[src/rtl/pwb_pkg.sv]
package pwb_pkg;
  // Convert a time in microseconds to clock cycles.
  function automatic int unit_cycles(input int cyc_per_us, input int us);
    return cyc_per_us * us;
  endfunction

  // Length of the low pulse: one unit for a 1, two units for a 0.
  function automatic int low_cycles(input logic bit_val, input int unit_cyc);
    return bit_val ? unit_cyc : 2 * unit_cyc;
  endfunction

  // Every bit takes the same slot of three units.
  function automatic int slot_cycles(input int unit_cyc);
    return 3 * unit_cyc;
  endfunction
endpackage

[src/rtl/pwb_start_delay.sv]
module pwb_start_delay #(
  parameter int START_CYC = 20
) (
  input  logic clk,
  input  logic rst_n,
  output logic ready
);
  generate
    if (START_CYC == 0) begin : g_none
      assign ready = 1'b1;
    end else begin : g_cnt
      localparam int CW = (START_CYC > 1) ? $clog2(START_CYC) : 1;
      logic [CW-1:0] cnt_q;
      logic          rdy_q;
      always_ff @(posedge clk or negedge rst_n) begin
        if (!rst_n) begin
          cnt_q <= '0;
          rdy_q <= 1'b0;
        end else if (!rdy_q) begin
          if (cnt_q == CW'(START_CYC - 1)) rdy_q <= 1'b1;
          else cnt_q <= cnt_q + 1'b1;
        end
      end
      assign ready = rdy_q;
    end
  endgenerate
endmodule

[src/rtl/pwb_slot_timer.sv]
module pwb_slot_timer #(
  parameter int UNIT_CYC   = 4,
  parameter int SAMPLE_CYC = 2,
  parameter int SLOT_CYC   = 12
) (
  input  logic clk,
  input  logic rst_n,
  input  logic run,
  input  logic bit_val,
  output logic low_now,
  output logic sample_evt,
  output logic slot_end
);
  localparam int SC_W = $clog2(SLOT_CYC);
  logic [SC_W-1:0] sc_q;

  always_ff @(posedge clk or negedge rst_n) begin
    if (!rst_n) sc_q <= '0;
    else if (!run || slot_end) sc_q <= '0;
    else sc_q <= sc_q + 1'b1;
  end

  assign slot_end   = run && (sc_q == SC_W'(SLOT_CYC - 1));
  assign sample_evt = run && (sc_q == SC_W'(SAMPLE_CYC));
  assign low_now    = run && (int'(sc_q) < pwb_pkg::low_cycles(bit_val, UNIT_CYC));
endmodule

[src/rtl/pwb_tx.sv]
module pwb_tx #(
  parameter int DATA_W         = 32,
  parameter int CNT_W          = $clog2(DATA_W + 1),
  parameter int CYC_PER_US     = 100,
  parameter int UNIT_US        = 4,
  parameter int SAMPLE_US      = 2,
  parameter int START_DELAY_US = 100000
) (
  input  logic              clk,
  input  logic              rst_n,
  input  logic              load_i,
  input  logic [DATA_W-1:0] data_i,
  input  logic [CNT_W-1:0]  count_i,
  output logic              busy_o,
  output logic              done_o,
  output logic              tx_o,
  input  logic              echo_i,
  output logic [DATA_W-1:0] echo_o
);
  localparam int UNIT_CYC   = pwb_pkg::unit_cycles(CYC_PER_US, UNIT_US);
  localparam int SAMPLE_CYC = pwb_pkg::unit_cycles(CYC_PER_US, SAMPLE_US);
  localparam int SLOT_CYC   = pwb_pkg::slot_cycles(UNIT_CYC);
  localparam int START_CYC  = pwb_pkg::unit_cycles(CYC_PER_US, START_DELAY_US);
  localparam int IDX_W      = (DATA_W > 1) ? $clog2(DATA_W) : 1;

  logic              ready, sending_q, done_q;
  logic [DATA_W-1:0] data_q, echo_q;
  logic [IDX_W-1:0]  idx_q, last_q;
  logic [CNT_W-1:0]  n_eff;
  logic              accept, low_now, sample_evt, slot_end, last_bit;

  pwb_start_delay #(.START_CYC(START_CYC)) u_start (
    .clk(clk), .rst_n(rst_n), .ready(ready)
  );

  pwb_slot_timer #(.UNIT_CYC(UNIT_CYC), .SAMPLE_CYC(SAMPLE_CYC), .SLOT_CYC(SLOT_CYC)) u_slot (
    .clk(clk), .rst_n(rst_n), .run(sending_q), .bit_val(data_q[0]),
    .low_now(low_now), .sample_evt(sample_evt), .slot_end(slot_end)
  );

  assign n_eff    = (count_i > CNT_W'(DATA_W)) ? CNT_W'(DATA_W) : count_i;
  assign accept   = load_i && ready && !sending_q && (count_i != '0);
  assign last_bit = slot_end && (idx_q == last_q);

  always_ff @(posedge clk or negedge rst_n) begin
    if (!rst_n) begin
      sending_q <= 1'b0;
      done_q    <= 1'b0;
      data_q    <= '0;
      echo_q    <= '0;
      idx_q     <= '0;
      last_q    <= '0;
    end else begin
      done_q <= last_bit;
      if (accept) begin
        sending_q <= 1'b1;
        data_q    <= data_i;
        echo_q    <= '0;
        idx_q     <= '0;
        last_q    <= IDX_W'(n_eff - CNT_W'(1));
      end else if (sending_q) begin
        if (sample_evt) echo_q[idx_q] <= echo_i;
        if (slot_end) begin
          data_q <= data_q >> 1;
          idx_q  <= idx_q + 1'b1;
          if (last_bit) sending_q <= 1'b0;
        end
      end
    end
  end

  assign busy_o = !ready || sending_q;
  assign done_o = done_q;
  assign tx_o   = !low_now;
  assign echo_o = echo_q;
endmodule

[config.mk]
export PLATFORM = sky130hd
export DESIGN_NAME = pwb_tx
export DESIGN_NICKNAME = d
export VERILOG_FILES = /design/src/rtl/pwb_pkg.sv /design/src/rtl/pwb_start_delay.sv /design/src/rtl/pwb_slot_timer.sv /design/src/rtl/pwb_tx.sv
export SDC_FILE = /design/constraint.sdc
export NUM_CORES = 1
export LEC_CHECK = 0
export BUFFER_PORTS_ARGS = -buffer_cell sky130_fd_sc_hd__clkbuf_2
export CORE_ASPECT_RATIO = 1.4
export CORE_MARGIN = 2
export CORE_UTILIZATION = 35
export CTS_CLUSTER_SIZE = 10
export DETAILED_ROUTE_END_ITERATION = 12
export SLEW_MARGIN = 20
export SYNTH_ARGS = -nofsm -noshare
export SYNTH_HDL_FRONTEND = slang
export SYNTH_SLANG_ARGS = --single-unit
[constraint.sdc]
create_clock -name clk -period 5.8 [get_ports clk]
set_input_delay 1.16 -clock clk [delete_from_list [all_inputs] [get_ports clk]]
set_output_delay 1.16 -clock clk [all_outputs]
set_load 0.01 [all_outputs]
== Word level (Yosys, flattened, before mapping) ==
Index checks and enable logic that the tools add are counted.
W data, S select, Z words.

* Add/subtract/negate cells: 4
* Magnitude comparators: 4
* Equality and inequality tests: 4
* Mux-type cells: 21
* Bitwise logic cells: 2
* Reductions and logical operators: 20

{| class="wikitable"
|+ Operators with widths
! kind !! number
|-
| $mux W32 || 6
|-
| $bwmux W32 || 1
|-
| $lt A12 B32 Y1 || 1
|-
| $add A24 B1 Y24 const B || 1
|-
| $eq A24 B24 Y1 const B || 1
|-
| $mux W5 || 4
|-
| $add A11 B1 Y11 const B || 1
|-
| $eq A11 B11 Y1 const B || 1
|-
| $eq A11 B8 Y1 const B || 1
|-
| $mux W11 || 1
|-
| $mux W10 || 1
|-
| $logic_and A1 B1 Y1 || 8
|-
| $mux W1 || 7
|-
| $gt A6 B6 Y1 const B || 1
|-
| $lt A5 B6 Y1 const B || 1
|-
| $reduce_and A2 Y1 || 3
|-
| $reduce_bool A2 Y1 || 3
|-
| $reduce_bool A6 Y1 || 1
|-
| $add A5 B1 Y5 const B || 1
|-
| $demux W1 S5 || 1
|-
| $eq A5 B5 Y1 || 1
|-
| $ge A5 B1 Y1 const B || 1
|-
| $sub A5 B1 Y5 const B || 1
|-
| $logic_not A1 Y1 || 3
|-
| other kinds (2) || 4
|}

* Flip-flop bits (word level): 112
* Bits of input ports: 42
* Word-level logic and storage cells: 64

== Logic depth before layout (Yosys ltp) ==
* Word-level depth: 8
* Gate-level depth with buffers: 8
* Mapped depth without buffers: 7

== Modules after synthesis ==
A second synthesis with hierarchy kept.

* Cell total of the unflattened synthesis: 580
* Area total of the unflattened synthesis: 5,594.1 sq um

{| class="wikitable"
|+ Modules (own cells, without submodules)
! module !! instances !! cells each !! area each (sq um)
|-
| pwb_tx || 1 || 393 || 3,693.5
|-
| pwb_start_delay || 1 || 109 || 1,187.4
|-
| pwb_slot_timer || 1 || 78 || 713.2
|}

== Worst setup path after synthesis ==
No wires, ideal clock.

* Kind: register -> output
* Start: register u_slot.sc_q[5]
* End: output port tx_o
* Data arrival time: 1.612 ns
* Setup slack: 3.028 ns
* Cell stages (with the launch flop): 6
* Buffers on the path: 0
* Cells stage by stage: dfrtp_1 ha_1 o21ai_0 a21boi_0 o211ai_1 or4b_2

* Cells in the longest elaborated chain, start to end: 3

{| class="wikitable"
|+ Ends and longest elaborated chain
! what !! RTL line !! source
|-
| from (decl) || pwb_slot_timer.sv:15 || <nowiki>logic [SC_W-1:0] sc_q;</nowiki>
|-
| from (signal assigned) || pwb_slot_timer.sv:20 || <nowiki>else sc_q <= sc_q + 1'b1;</nowiki>
|-
| $lt A12 B32 Y1 || pwb_slot_timer.sv:25 || <nowiki>assign low_now = run && (int'(sc_q) < pwb_pkg::low_cycles(bit_val, UNIT_CYC));</nowiki>
|-
| $logic_and A1 B1 Y1 || pwb_slot_timer.sv:25 ||
|-
| $logic_not A1 Y1 || pwb_tx.sv:74 || <nowiki>assign tx_o = !low_now;</nowiki>
|-
| to (decl) || pwb_tx.sv:16 || <nowiki>output logic tx_o,</nowiki>
|}

No other way between the ends.

== Worst setup path after layout ==
Same ends and word-level chain as after synthesis.

==> metrics.log <==
INFO  metric outcome = completed
INFO  metric busiest_layer = met2
INFO  metric async_reset_ff_share = 100%
INFO  metric areaGrowthSynthToFinish = 15.4%
INFO  metric route.final.wire_length = 12.7 mm
INFO  metric p_int = 1140 µW
INFO  metric die_area = 16500 µm²
INFO  metric synth.avg_cell_area = 9.37 µm²
INFO  metric grt_setup_unrepaired = no
INFO  metric post_synthesis_register_bit_count = 112
INFO  metric portBuffers = 76
INFO  metric netSwitchingPower = 332 µW
INFO  metric grt_overflow = 0
INFO  metric final.setup_skew = 0.0123 ns
INFO  metric timing.critical_path.required = 4.64 ns
INFO  metric core = 15100 µm²
INFO  metric crit_fanout = 6
INFO  metric initialDrtViolationCount = 364
INFO  metric synth.most_common_cell = dfrtp_1
INFO  metric netlist_top_cells_area = dfrtp_1 (52%), nand2_1 (6.1%), nor2_1 (4.1%), nand3_1 (3.8%), a31oi_1 (3.7%)
INFO  metric critical_path.endpoint_type = output port
INFO  metric power_switching_share = 22.6%
INFO  metric drv_slew = 0
INFO  metric placement_rows = 53
INFO  metric power.static_leakage = 0.00263 µW
INFO  metric use_met3 = 3.01%
INFO  metric dr.pass1.iters = 5
INFO  metric number_of_buffers_added_for_setup_after_cts = 0
INFO  metric floorplan.die.width = 109 µm
INFO  metric first_pass_grt_wire_length = 21.2 mm
INFO  metric cts-buffers-inserted = 9
INFO  metric cp.arrival = 2.12 ns
INFO  metric share_seq_of_total_power = 53.0%
INFO  metric globalRouteMet2Util = 28.9%
INFO  metric floorplan.io_pins = 77
INFO  metric timing.slew.headroom = 37.2%
INFO  metric finalCriticalPeriod = 3.28 ns
INFO  metric initial_utilization = 35.9%
INFO  metric worst_setup_hold_path_clk_slew = 0.08 ns
INFO  metric ys.flop_type = dfrtp_1
INFO  metric ys.warnings.count = 0
INFO  metric tritoncts = yes
INFO  metric cts_num_sinks = 112
INFO  metric power_frac_comb = 2.8%
INFO  metric clock_path_buffers = 2
INFO  metric nNetsFinal = 693
INFO  metric detail-route-antenna-nets = 0
INFO  metric mappedNetlistArea = 5420 µm²
INFO  metric powerDensity = 235 nW/µm²
INFO  metric hpwl_dp = 8.63 mm
INFO  metric fin_cells = 837
INFO  metric insertedDiodeCount = 0
INFO  metric chipHeight = 151 µm
INFO  metric power = 1470 µW
INFO  metric setup_violations = 0
INFO  metric clock_latency = 0.35 ns
INFO  metric cts_hold_repair.buffers = 0
INFO  metric irDropWorstVdd = 0.160 mV
INFO  metric place_congestion = 0.761
INFO  metric final_hold_viol_count = 0
INFO  metric post_synth_most_frequent_cells = dfrtp_1 (112), nand2_1 (88), nor2_1 (59), nand3_1 (41), o21ai_0 (37)
INFO  metric cap_viol_max_count = 0
INFO  metric mappedNetlistNets = 632
INFO  metric slew_at_the_pin_with_the_worst_max_slew_slack = 0.942 ns
INFO  metric yosys.area.top_type = dfrtp_1
INFO  metric setup_total_negative_slack = 0 ns
INFO  metric min_period_over_period = 56.6%
INFO  metric netlist.area_leader.share = 51.7%
INFO  metric met1_usage = 19.3%
INFO  metric hold_path.class = reg -> reg
INFO  metric synth_sequential_area_ratio = 51.7%
INFO  metric globalRouteTotalUtil = 16.1%
INFO  metric place_inst = 821
INFO  metric synth_enable_flop_cells = 0
INFO  metric synth_cells = 579
INFO  metric routed_wire_length_per_instance = 15.1 µm
INFO  metric p_clk_share = 44.1%
INFO  metric clockRootBuffer = clkbuf_16
INFO  metric ys_types = 41
INFO  metric grt_start_max_net_pins = 75
INFO  metric number_of_global_route_vias_before_repair = 4429
INFO  metric worstSetupPathType = reg -> out
INFO  metric worstSetupStartpointType = flip-flop
INFO  metric detailroute.via_count = 4398
INFO  metric ctsHtreeMaxLevel = 3
INFO  metric drt-vias-per-instance = 5.25
INFO  metric drcViolationCount = 0
INFO  metric fraction_of_final_layout_cells_sized_beyond_drive_strength_1 = 17.1%
INFO  metric ctsResizeCount = 0
INFO  metric grt_antenna_before_repair = 0
INFO  metric max_clock_freq = 305 MHz
## worst paths after layout
kind                                         start                       to  cells past startpoint  slack [ns]
setup / recovery                    u_slot.sc_q[5]                     tx_o                      6        2.52
hold / removal             u_start.g_cnt.cnt_q[23]  u_start.g_cnt.cnt_q[23]                      1        0.47
setup reg to reg                    u_slot.sc_q[0]                sending_q                      7        3.50
hold reg to reg            u_start.g_cnt.cnt_q[23]  u_start.g_cnt.cnt_q[23]                      1        0.47
max in group asynchronous                    rst_n  u_start.g_cnt.cnt_q[11]                      2        3.80
min in group asynchronous                    rst_n           u_slot.sc_q[8]                      1        0.94
## critical path, cell delays in order, from the launching register on
cell	delay, ns
dfrtp_1	0.43
ha_1	0.30
o21ai_0	0.07
a21boi_0	0.10
o211ai_1	0.14
or4b_2	0.59
clkbuf_2	0.15
## placed cells by master, fill, tap and decap left out, types with 2 or more instances in the layout
cell,synthesis,routed
nand2_1,88,88
and4b_1,2,2
nand2b_1,7,7
dfrtp_1,112,112
nand4_1,23,23
nor4_1,4,4
mux2_2,3,3
nor2b_1,7,7
and4_1,4,4
ha_1,11,11
nor3_1,3,3
o21ai_0,37,37
a21oi_1,34,34
nor2_1,59,59
nor3b_2,2,2
a31oi_1,32,32
nand3_1,41,41
nand3b_1,2,2
nor4b_1,3,3
nor3_2,2,2
and2_1,2,2
inv_1,11,11
and3_1,6,6
clkbuf_16,0,9
buf_4,1,6
xor2_1,19,19
xnor2_1,22,22
clkinv_4,0,3
clkbuf_2,0,75
## per-stage QoR
stage	hold WS (ns)	util, %	setup WS [ns]	instance area (µm²)
after CTS	0.477	41.4	2.50	6260
after detailed placement	0.461	39.3	2.75	5940
after global routing	0.504	41.4	2.37	6260
after global placement	0.449	39.3	2.84	5940
final	0.469	41.4	2.52	6260
after floorplan	0.434	-	3.03	5420
## flip-flops by register name, summed over array words and instances (netlist names)
name                 flops
idx_q                    5
u_start.ready            1
last_q                   5
u_slot.sc_q             11
done_o                   1
echo_o                  32
sending_q                1
u_start.g_cnt.cnt_q     24
data_q                  32
## cell type report
cell class	instances	area, µm²
flip-flops and latches	112	2800
multi-input cells	425	2430
well taps	192	240
fillers	1491	8860
repair buffers	81	420
clock buffers	9	225
inverters	11	41.3
clock inverters	7	91.3
## cells by family after synthesis
logic type	count (synthesis)	share of synthesized area [%]
muxes	3	0.623
DFF	112	51.7
AOI/OAI and AO/OA	110	11.8
and+or+nand+nor	260	23.4
adders and majority gates	11	2.54
buffers and inverters	42	3.41
xor gates and xnor gates	41	6.62
## power groups by stage
stage | Combinational (µW) | Clock, µW | Sequential (µW)
floorplan | 8.58 | 0 | 796
global placement | 42.9 | 0 | 796
detailed placement | 43.2 | 0 | 796
CTS | 43.3 | 664 | 780
global route | 48.0 | 694 | 780
finish | 41.7 | 649 | 780
## metal layers
metal	wire [µm]	share of wire, %
met1	5390	43
met2	6500	51
met3	599	4.7
met4	171	1.4
met5	0	0
Power figures use the tool's default switching activity.
